[config.mk]
export PLATFORM = sky130hd
export DESIGN_NAME = rep_steer_bank
export DESIGN_NICKNAME = d
export VERILOG_FILES = /design/src/rtl/rsb_pkg.sv /design/src/rtl/rsb_addr_dec.sv /design/src/rtl/rsb_steer.sv /design/src/rtl/rsb_copy_array.sv /design/src/rtl/rsb_plain_regs.sv /design/src/rtl/rep_steer_bank.sv
export SDC_FILE = /design/constraint.sdc
export NUM_CORES = 2
export LEC_CHECK = 0
export BUFFER_PORTS_ARGS = -buffer_cell sky130_fd_sc_hd__buf_2
export CAP_MARGIN = 25
export CORE_MARGIN = 1
export CORE_UTILIZATION = 60
export DETAILED_ROUTE_END_ITERATION = 8
export MAX_ROUTING_LAYER = met4
export PLACE_DENSITY = 0.78
export SLEW_MARGIN = 15
export SYNTH_ARGS = -nofsm -noshare
export SYNTH_HDL_FRONTEND = slang
export SYNTH_SLANG_ARGS = --single-unit
[constraint.sdc]
create_clock -name clk -period 3.9 [get_ports clk]
set_clock_uncertainty 0.05 [all_clocks]
set_input_delay 0 -clock clk [delete_from_list [all_inputs] [get_ports clk]]
set_output_delay 0 -clock clk [all_outputs]
set_load 0.005 [all_outputs]
[src/rtl/rsb_pkg.sv]
package rsb_pkg;
   localparam int SEL_MC_BIT   = 31;
   localparam int SEL_GRP_LSB  = 8;
   localparam int SEL_INST_LSB = 0;
   localparam int SEL_FIELD_W  = 4;
   localparam logic [31:0] SEL_MASK  = 32'h8000_0F0F;
   localparam logic [31:0] SEL_RESET = 32'h8000_0000;

   typedef struct packed {
      logic                   mc;
      logic [SEL_FIELD_W-1:0] grp;
      logic [SEL_FIELD_W-1:0] inst;
   } steer_t;

   typedef enum logic [1:0] {
      RG_NONE  = 2'd0,
      RG_SEL   = 2'd1,
      RG_REP   = 2'd2,
      RG_PLAIN = 2'd3
   } region_e;
endpackage

[src/rtl/rsb_addr_dec.sv]
module rsb_addr_dec
   import rsb_pkg::*;
#(
   parameter int ADDR_W     = 8,
   parameter int SEL_ADDR   = 0,
   parameter int REP_BASE   = 16,
   parameter int REP_REGS   = 4,
   parameter int PLAIN_BASE = 32,
   parameter int PLAIN_REGS = 4,
   localparam int REP_IW    = (REP_REGS > 1) ? $clog2(REP_REGS) : 1,
   localparam int PLAIN_IW  = (PLAIN_REGS > 1) ? $clog2(PLAIN_REGS) : 1
) (
   input  logic [ADDR_W-1:0]   addr,
   output region_e             region,
   output logic [REP_IW-1:0]   rep_idx,
   output logic [PLAIN_IW-1:0] plain_idx
);
   int a_int;

   always_comb begin
      a_int     = int'(addr);
      region    = RG_NONE;
      rep_idx   = '0;
      plain_idx = '0;
      if (a_int == SEL_ADDR) begin
         region = RG_SEL;
      end else if (a_int >= REP_BASE && a_int < REP_BASE + REP_REGS) begin
         region  = RG_REP;
         rep_idx = REP_IW'(a_int - REP_BASE);
      end else if (a_int >= PLAIN_BASE && a_int < PLAIN_BASE + PLAIN_REGS) begin
         region    = RG_PLAIN;
         plain_idx = PLAIN_IW'(a_int - PLAIN_BASE);
      end
   end
endmodule

[src/rtl/rsb_steer.sv]
module rsb_steer
   import rsb_pkg::*;
#(
   parameter int DATA_W     = 32,
   parameter int NUM_GROUPS = 2,
   parameter int NUM_INST   = 4,
   localparam int NUM_COPIES = NUM_GROUPS * NUM_INST,
   localparam int CPY_W      = (NUM_COPIES > 1) ? $clog2(NUM_COPIES) : 1
) (
   input  logic                  clk,
   input  logic                  rst_n,
   input  logic                  sel_we,
   input  steer_t                sel_wval,
   input  logic [NUM_COPIES-1:0] copy_live,
   output logic                  sel_mc,
   output logic [CPY_W-1:0]      copy_idx,
   output logic                  in_range,
   output logic                  terminated,
   output logic [DATA_W-1:0]     sel_word
);
   steer_t sel_q;
   int     lin;

   always_ff @(posedge clk) begin
      if (!rst_n) begin
         sel_q.mc   <= SEL_RESET[SEL_MC_BIT];
         sel_q.grp  <= SEL_RESET[SEL_GRP_LSB +: SEL_FIELD_W];
         sel_q.inst <= SEL_RESET[SEL_INST_LSB +: SEL_FIELD_W];
      end else if (sel_we) begin
         sel_q <= sel_wval;
      end
   end

   always_comb begin
      in_range = (int'(sel_q.grp) < NUM_GROUPS) && (int'(sel_q.inst) < NUM_INST);
      lin      = int'(sel_q.grp) * NUM_INST + int'(sel_q.inst);
      copy_idx = in_range ? CPY_W'(lin) : '0;
      terminated = !(in_range && copy_live[copy_idx]);
   end

   always_comb begin
      sel_word = '0;
      sel_word[SEL_MC_BIT]                  = sel_q.mc;
      sel_word[SEL_GRP_LSB +: SEL_FIELD_W]  = sel_q.grp;
      sel_word[SEL_INST_LSB +: SEL_FIELD_W] = sel_q.inst;
   end

   assign sel_mc = sel_q.mc;
endmodule

[src/rtl/rsb_copy_array.sv]
module rsb_copy_array #(
   parameter int              DATA_W     = 32,
   parameter int              NUM_COPIES = 8,
   parameter int              NUM_REGS   = 4,
   parameter logic [DATA_W-1:0] RESET_VAL = '0,
   localparam int CPY_W = (NUM_COPIES > 1) ? $clog2(NUM_COPIES) : 1,
   localparam int REG_W = (NUM_REGS > 1) ? $clog2(NUM_REGS) : 1
) (
   input  logic                  clk,
   input  logic                  rst_n,
   input  logic [NUM_COPIES-1:0] copy_we,
   input  logic [REG_W-1:0]      reg_idx,
   input  logic [DATA_W-1:0]     wdata,
   input  logic [CPY_W-1:0]      rd_copy,
   output logic [DATA_W-1:0]     rd_word
);
   logic [DATA_W-1:0] cell_all [NUM_COPIES*NUM_REGS];

   for (genvar c = 0; c < NUM_COPIES; c++) begin : g_copy
      for (genvar r = 0; r < NUM_REGS; r++) begin : g_reg
         logic [DATA_W-1:0] cell_q;
         always_ff @(posedge clk) begin
            if (!rst_n)
               cell_q <= RESET_VAL;
            else if (copy_we[c] && int'(reg_idx) == r)
               cell_q <= wdata;
         end
         assign cell_all[c*NUM_REGS + r] = cell_q;
      end
   end

   always_comb begin
      rd_word = '0;
      for (int k = 0; k < NUM_COPIES*NUM_REGS; k++) begin
         if (k == int'(rd_copy) * NUM_REGS + int'(reg_idx))
            rd_word = cell_all[k];
      end
   end
endmodule

[src/rtl/rsb_plain_regs.sv]
module rsb_plain_regs #(
   parameter int DATA_W   = 32,
   parameter int NUM_REGS = 4,
   localparam int REG_W = (NUM_REGS > 1) ? $clog2(NUM_REGS) : 1
) (
   input  logic              clk,
   input  logic              rst_n,
   input  logic              we,
   input  logic [REG_W-1:0]  idx,
   input  logic [DATA_W-1:0] wdata,
   output logic [DATA_W-1:0] rd_word
);
   logic [DATA_W-1:0] word_all [NUM_REGS];

   for (genvar r = 0; r < NUM_REGS; r++) begin : g_reg
      logic [DATA_W-1:0] word_q;
      always_ff @(posedge clk) begin
         if (!rst_n)
            word_q <= '0;
         else if (we && int'(idx) == r)
            word_q <= wdata;
      end
      assign word_all[r] = word_q;
   end

   always_comb begin
      rd_word = '0;
      for (int k = 0; k < NUM_REGS; k++) begin
         if (k == int'(idx))
            rd_word = word_all[k];
      end
   end
endmodule

[src/rtl/rep_steer_bank.sv]
module rep_steer_bank
   import rsb_pkg::*;
#(
   parameter int              DATA_W     = 32,
   parameter int              ADDR_W     = 8,
   parameter int              NUM_GROUPS = 2,
   parameter int              NUM_INST   = 4,
   parameter int              REP_REGS   = 4,
   parameter int              PLAIN_REGS = 4,
   parameter int              SEL_ADDR   = 0,
   parameter int              REP_BASE   = 16,
   parameter int              PLAIN_BASE = 32,
   parameter logic [DATA_W-1:0] REP_RESET = '0,
   localparam int NUM_COPIES = NUM_GROUPS * NUM_INST,
   localparam int CPY_W      = (NUM_COPIES > 1) ? $clog2(NUM_COPIES) : 1,
   localparam int REP_IW     = (REP_REGS > 1) ? $clog2(REP_REGS) : 1,
   localparam int PLAIN_IW   = (PLAIN_REGS > 1) ? $clog2(PLAIN_REGS) : 1
) (
   input  logic                  clk,
   input  logic                  rst_n,
   input  logic [ADDR_W-1:0]     bus_addr,
   input  logic                  bus_wr,
   input  logic                  bus_rd,
   input  logic [DATA_W-1:0]     bus_wdata,
   output logic [DATA_W-1:0]     bus_rdata,
   input  logic [NUM_COPIES-1:0] copy_live
);
   // elaboration-time parameter checks
   if (DATA_W < 32) begin : g_bad_dw
      $error("DATA_W must hold the selector layout (>= 32)");
   end
   if (NUM_GROUPS < 1 || NUM_GROUPS > 16 || NUM_INST < 1 || NUM_INST > 16) begin : g_bad_topo
      $error("group and instance counts must fit a 4-bit field");
   end
   if (NUM_COPIES < 2) begin : g_bad_copies
      $error("at least two copies are required");
   end
   if (REP_BASE <= SEL_ADDR || PLAIN_BASE < REP_BASE + REP_REGS) begin : g_bad_map
      $error("address windows overlap or are out of order");
   end
   if (PLAIN_BASE + PLAIN_REGS > (1 << ADDR_W)) begin : g_bad_aw
      $error("address map exceeds ADDR_W");
   end

   region_e               region;
   logic [REP_IW-1:0]     rep_idx;
   logic [PLAIN_IW-1:0]   plain_idx;
   steer_t                sel_wval;
   logic                  sel_mc;
   logic [CPY_W-1:0]      copy_idx;
   logic                  steer_hit;
   logic                  steer_term;
   logic [DATA_W-1:0]     sel_word;
   logic [NUM_COPIES-1:0] copy_we;
   logic [DATA_W-1:0]     rep_word;
   logic [DATA_W-1:0]     plain_word;
   logic [DATA_W-1:0]     rd_next;
   logic [DATA_W-1:0]     rdata_q;
   logic                  rep_wr;

   rsb_addr_dec #(
      .ADDR_W(ADDR_W), .SEL_ADDR(SEL_ADDR), .REP_BASE(REP_BASE),
      .REP_REGS(REP_REGS), .PLAIN_BASE(PLAIN_BASE), .PLAIN_REGS(PLAIN_REGS)
   ) u_dec (
      .addr(bus_addr), .region(region), .rep_idx(rep_idx), .plain_idx(plain_idx)
   );

   assign sel_wval.mc   = bus_wdata[SEL_MC_BIT];
   assign sel_wval.grp  = bus_wdata[SEL_GRP_LSB +: SEL_FIELD_W];
   assign sel_wval.inst = bus_wdata[SEL_INST_LSB +: SEL_FIELD_W];

   rsb_steer #(
      .DATA_W(DATA_W), .NUM_GROUPS(NUM_GROUPS), .NUM_INST(NUM_INST)
   ) u_steer (
      .clk(clk), .rst_n(rst_n),
      .sel_we(bus_wr && region == RG_SEL),
      .sel_wval(sel_wval), .copy_live(copy_live),
      .sel_mc(sel_mc), .copy_idx(copy_idx), .in_range(steer_hit),
      .terminated(steer_term), .sel_word(sel_word)
   );

   assign rep_wr = bus_wr && region == RG_REP;

   for (genvar c = 0; c < NUM_COPIES; c++) begin : g_we
      assign copy_we[c] = rep_wr && copy_live[c] &&
                          (sel_mc || (steer_hit && int'(copy_idx) == c));
   end

   rsb_copy_array #(
      .DATA_W(DATA_W), .NUM_COPIES(NUM_COPIES), .NUM_REGS(REP_REGS),
      .RESET_VAL(REP_RESET)
   ) u_copies (
      .clk(clk), .rst_n(rst_n), .copy_we(copy_we), .reg_idx(rep_idx),
      .wdata(bus_wdata), .rd_copy(copy_idx), .rd_word(rep_word)
   );

   rsb_plain_regs #(
      .DATA_W(DATA_W), .NUM_REGS(PLAIN_REGS)
   ) u_plain (
      .clk(clk), .rst_n(rst_n), .we(bus_wr && region == RG_PLAIN),
      .idx(plain_idx), .wdata(bus_wdata), .rd_word(plain_word)
   );

   always_comb begin
      unique case (region)
         RG_SEL:   rd_next = sel_word;
         RG_REP:   rd_next = steer_term ? '0 : rep_word;
         RG_PLAIN: rd_next = plain_word;
         default:  rd_next = '0;
      endcase
   end

   always_ff @(posedge clk) begin
      if (!rst_n)
         rdata_q <= '0;
      else if (bus_rd)
         rdata_q <= rd_next;
   end

   assign bus_rdata = rdata_q;
endmodule

==> flow_metrics.tcl <==
set metrics [dict create \
    synth_common_cells "nand2_1, dfxtp_1, a21boi_0, clkbuf_1, nor2_1" \
    cpLargestDelayFamily "compound AO/OA/AOI/OAI gates" \
    layout-drive-gt1-share 0.108 \
    finalCriticalPeriod_ns 3.97 \
    clk_pin_slew_worst_paths_ns 0.06 \
    syn_area_mm2 0.0536 \
    drtPass1Iterations 8 \
    synthAdderAreaFrac 0 \
    maxSlewViolCount 0 \
    hold_class "in2reg" \
    yosysMostFrequentCell "nand2_1" \
    synth-edff-count 0 \
    die_area_mm2 0.0905 \
    relSlewSlack 0.148 \
    fmax_mhz 252 \
    synth.net_count 6828 \
    yosys-top-cells-area "dfxtp_1, nand2_1, a21boi_0" \
    avgRoutedWirePerCell_um 29.2 \
    fin_tns_setup_ns -0.174 \
    synth_top_family_by_area "compound AO/OA/AOI/OAI gates" \
    grt_max_degree 294 \
    intPower_mw 18.9 \
    num_io_pins 84 \
    clockRootBuffer "clkbuf_16" \
    ys.flop_type "dfxtp_1" \
    powerDensity_mw_per_mm2 408 \
    final_util 0.686 \
    clock_path_buffers 3 \
    cts_tree "yes" \
    io_buffers 83 \
    yosys.area.top_type "dfxtp_1" \
    synth_cell_types 88 \
    grt_pass1_vias 48565 \
    muxShareOfSynthArea 0.0154 \
    pwr-share-clk 0.466 \
    crit_required_ns 4.43 \
    maxCapViolCount 0 \
    cts.sinks 1193 \
    arrival_ns 4.50 \
    ys_ff_latch 1193 \
    p_sw_frac 0.234 \
    routabilityCongestion 1.14 \
    cp_slowest_cell "a2111oi_1" \
    synth-xor-area-share 0 \
    vias 54074 \
    dpl.hpwl_um 148000 \
    pwr-share-seq 0.493 \
    drtIter0Drc 10256 \
    synth_top_area_frac 0.446 \
    drc 0 \
    htreeDepth 3 \
    outcome "finished, violations left" \
    ant_nets 0 \
    crit_chain "nor4_4, buf_4, and3_1, nor2_1, a22o_1, a2111oi_1, o311ai_1, o211ai_1, and3_1, o41ai_2" \
    hold_viol_final 0 \
    pwr-share-comb 0.041 \
    rsz0062_at_grt "true" \
    critical_path_buf_inv_count 1 \
    crit_path_max_incr_delay_ns 0.91 \
    avgViaCountPerCell 6.76 \
    grt_pass1_wl_um 335000 \
    crit_type "reg2reg" \
    synth-seq-area-share 0.446 \
    leakagePower_nw 20.0 \
    track_usage 0.517 \
    crit_path_end_kind "flop" \
    syn_inst 6776 \
    num-fill-cells 7125 \
    num_rows 109 \
    initial_core_util 0.606 \
    synth-simple-area-share 0.224 \
    antenna_found_initial 14 \
    finalSetupViolCount 4 \
    gr-total-overflow 0 \
    drt_wl_total_um 234000 \
    area_growth_pct 13.0 \
    fin_crit_sh 1.02 \
    worst_setup_path_start_kind "flop" \
    failed_checks "setup timing" \
    crit_fanout 8 \
    synth-compound-area-share 0.267 \
    cts-buffers-inserted 120 \
    clock_latency_ns 0.75 \
    dieWidth_um 301 \
    avgSynthCellArea_um2 7.91 \
    synthArstFlopShare 0 \
    yosys_warnings 0 \
    cpMostUsedCell "and3_1" \
    fin_total_pwr_mw 24.7 \
    finalWorstSetupSlack_ns -0.0741 \
    p_sw_mw 5.78 \
    core_area_mm2 0.0884 \
    vdd_drop_max_mv 0.487 \
    die_height_um 301 \
    nets 6778 \
    worst_pin_slew_ns 1.28 \
]
## sequential cells by signal, indices dropped and copies added (netlist names)
register	cells
u_steer.sel_word	8
u_copies.g_copy.g.cell_q	1024
bus_rdata	32
u_steer.sel_mc	1
u_plain.g.word_q	128
## what timing repair did
item / in CTS / in global routing
resized for setup: 1 / 12
hold endpoints to repair: 903 / 0
pin swaps: 0 / 4
hold buffers: 50 / 0
endpoints found under the setup margin: 1 / 9
buffers inserted: 0 / 5
## power groups by stage
stage | combinational [mW] | sequential (mW) | clock (mW)
after floorplan | 0.520 | 12.5 | 0
after global placement | 0.867 | 12.5 | 0
after detailed placement | 0.886 | 12.5 | 0
after CTS | 0.923 | 12.2 | 11.4
after global routing | 0.993 | 12.2 | 11.9
final | 1.01 | 12.2 | 11.5
## worst register-to-register path: stages, from the launching register on
cell       delay (ns)
dfxtp_1          0.42
nor4_4           0.38
buf_4            0.20
and3_1           0.38
nor2_1           0.16
a22o_1           0.27
a2111oi_1        0.91
o311ai_1         0.52
o211ai_1         0.24
and3_1           0.21
o41ai_2          0.08
## metal layers
layer  GRT usage  wire [µm]
met1       0.648      83500
met2       0.681      91200
met3       0.205      40100
met4       0.335      19100
met5           -          0
## path summary, 6_finish.rpt
| path | start | to | slack, ns | depth (start not counted) |
|---|---|---|---|---|
| min reg2reg | u_copies.g_copy[6].g_reg[2].cell_q[5] | u_copies.g_copy[6].g_reg[2].cell_q[5] | 0.41 | 2 |
| max reg2reg | u_steer.sel_word[10] | bus_rdata[24] | -0.07 | 10 |
| max | u_steer.sel_word[10] | bus_rdata[24] | -0.07 | 10 |
| min | copy_live[0] | u_copies.g_copy[0].g_reg[1].cell_q[19] | 0.11 | 6 |
## per-stage QoR
step                      worst slack, ns  area, µm²  instances  hold WS, ns
after floorplan                      1.18      53600       6776        0.227
after global placement             0.0218      55800       7700        0.370
after detailed placement         -0.00580      56000       7708        0.371
after CTS                          0.0463      60300       7976       0.0654
after global routing              -0.0883      60600       8000        0.132
final                             -0.0741      60600       8002        0.106
## layout make-up
type / instances / area, µm² / share of cell area
well taps: 1165 / 1460 / 0.0241
inverters: 18 / 67.6 / 0.00112
clock buffers: 185 / 3520 / 0.0581
flip-flops and latches: 1193 / 23900 / 0.394
diodes: 15 / 37.5 / 0.000620
clock inverters: 33 / 322 / 0.00531
repair buffers: 462 / 3880 / 0.0640
multi-input cells: 4931 / 27400 / 0.453
## cell families after synthesis
| kind of cell | Yosys count |
|---|---|
| flip-flops | 1193 |
| AO/OA/AOI/OAI | 1920 |
| buffers and inverters | 652 |
| AND/OR/NAND/NOR | 2969 |
| multiplexers | 42 |
## placed cells by master (no fill, tap or decap), types with 10 or more instances in the layout
master         synthesis  layout
a2111oi_0             12      11
a211oi_1              23      23
a21boi_0            1164    1164
a21oi_1               96      92
a221o_1               17      17
a221oi_1              97      96
a222oi_1              48      48
a22o_1                30      30
a22oi_1              113     113
a31oi_1               18      18
and3_1                35      35
buf_12                 0      37
buf_2                 54      82
buf_4                  7     290
clkbuf_1             548      39
clkbuf_16              0     121
clkbuf_8               0      25
clkinv_2               0      20
dfxtp_1             1193    1193
diode_2                0      15
dlygate4sd3_1          0      50
inv_1                 18      18
mux4_2                32      32
nand2_1             2494    2494
nand3_1               88      88
nand4_1               25      25
nor2_1               165     128
nor2_2                 4      39
nor2b_1               22      22
nor3_1                52      34
nor3_2                10      23
o211a_1               10      10
o211ai_1              39      39
o21ai_0              120     117
o221ai_1              17      17
o22ai_1               42      42
o31ai_1               10      10
No activity file was read; power rests on OpenSTA's default activity.
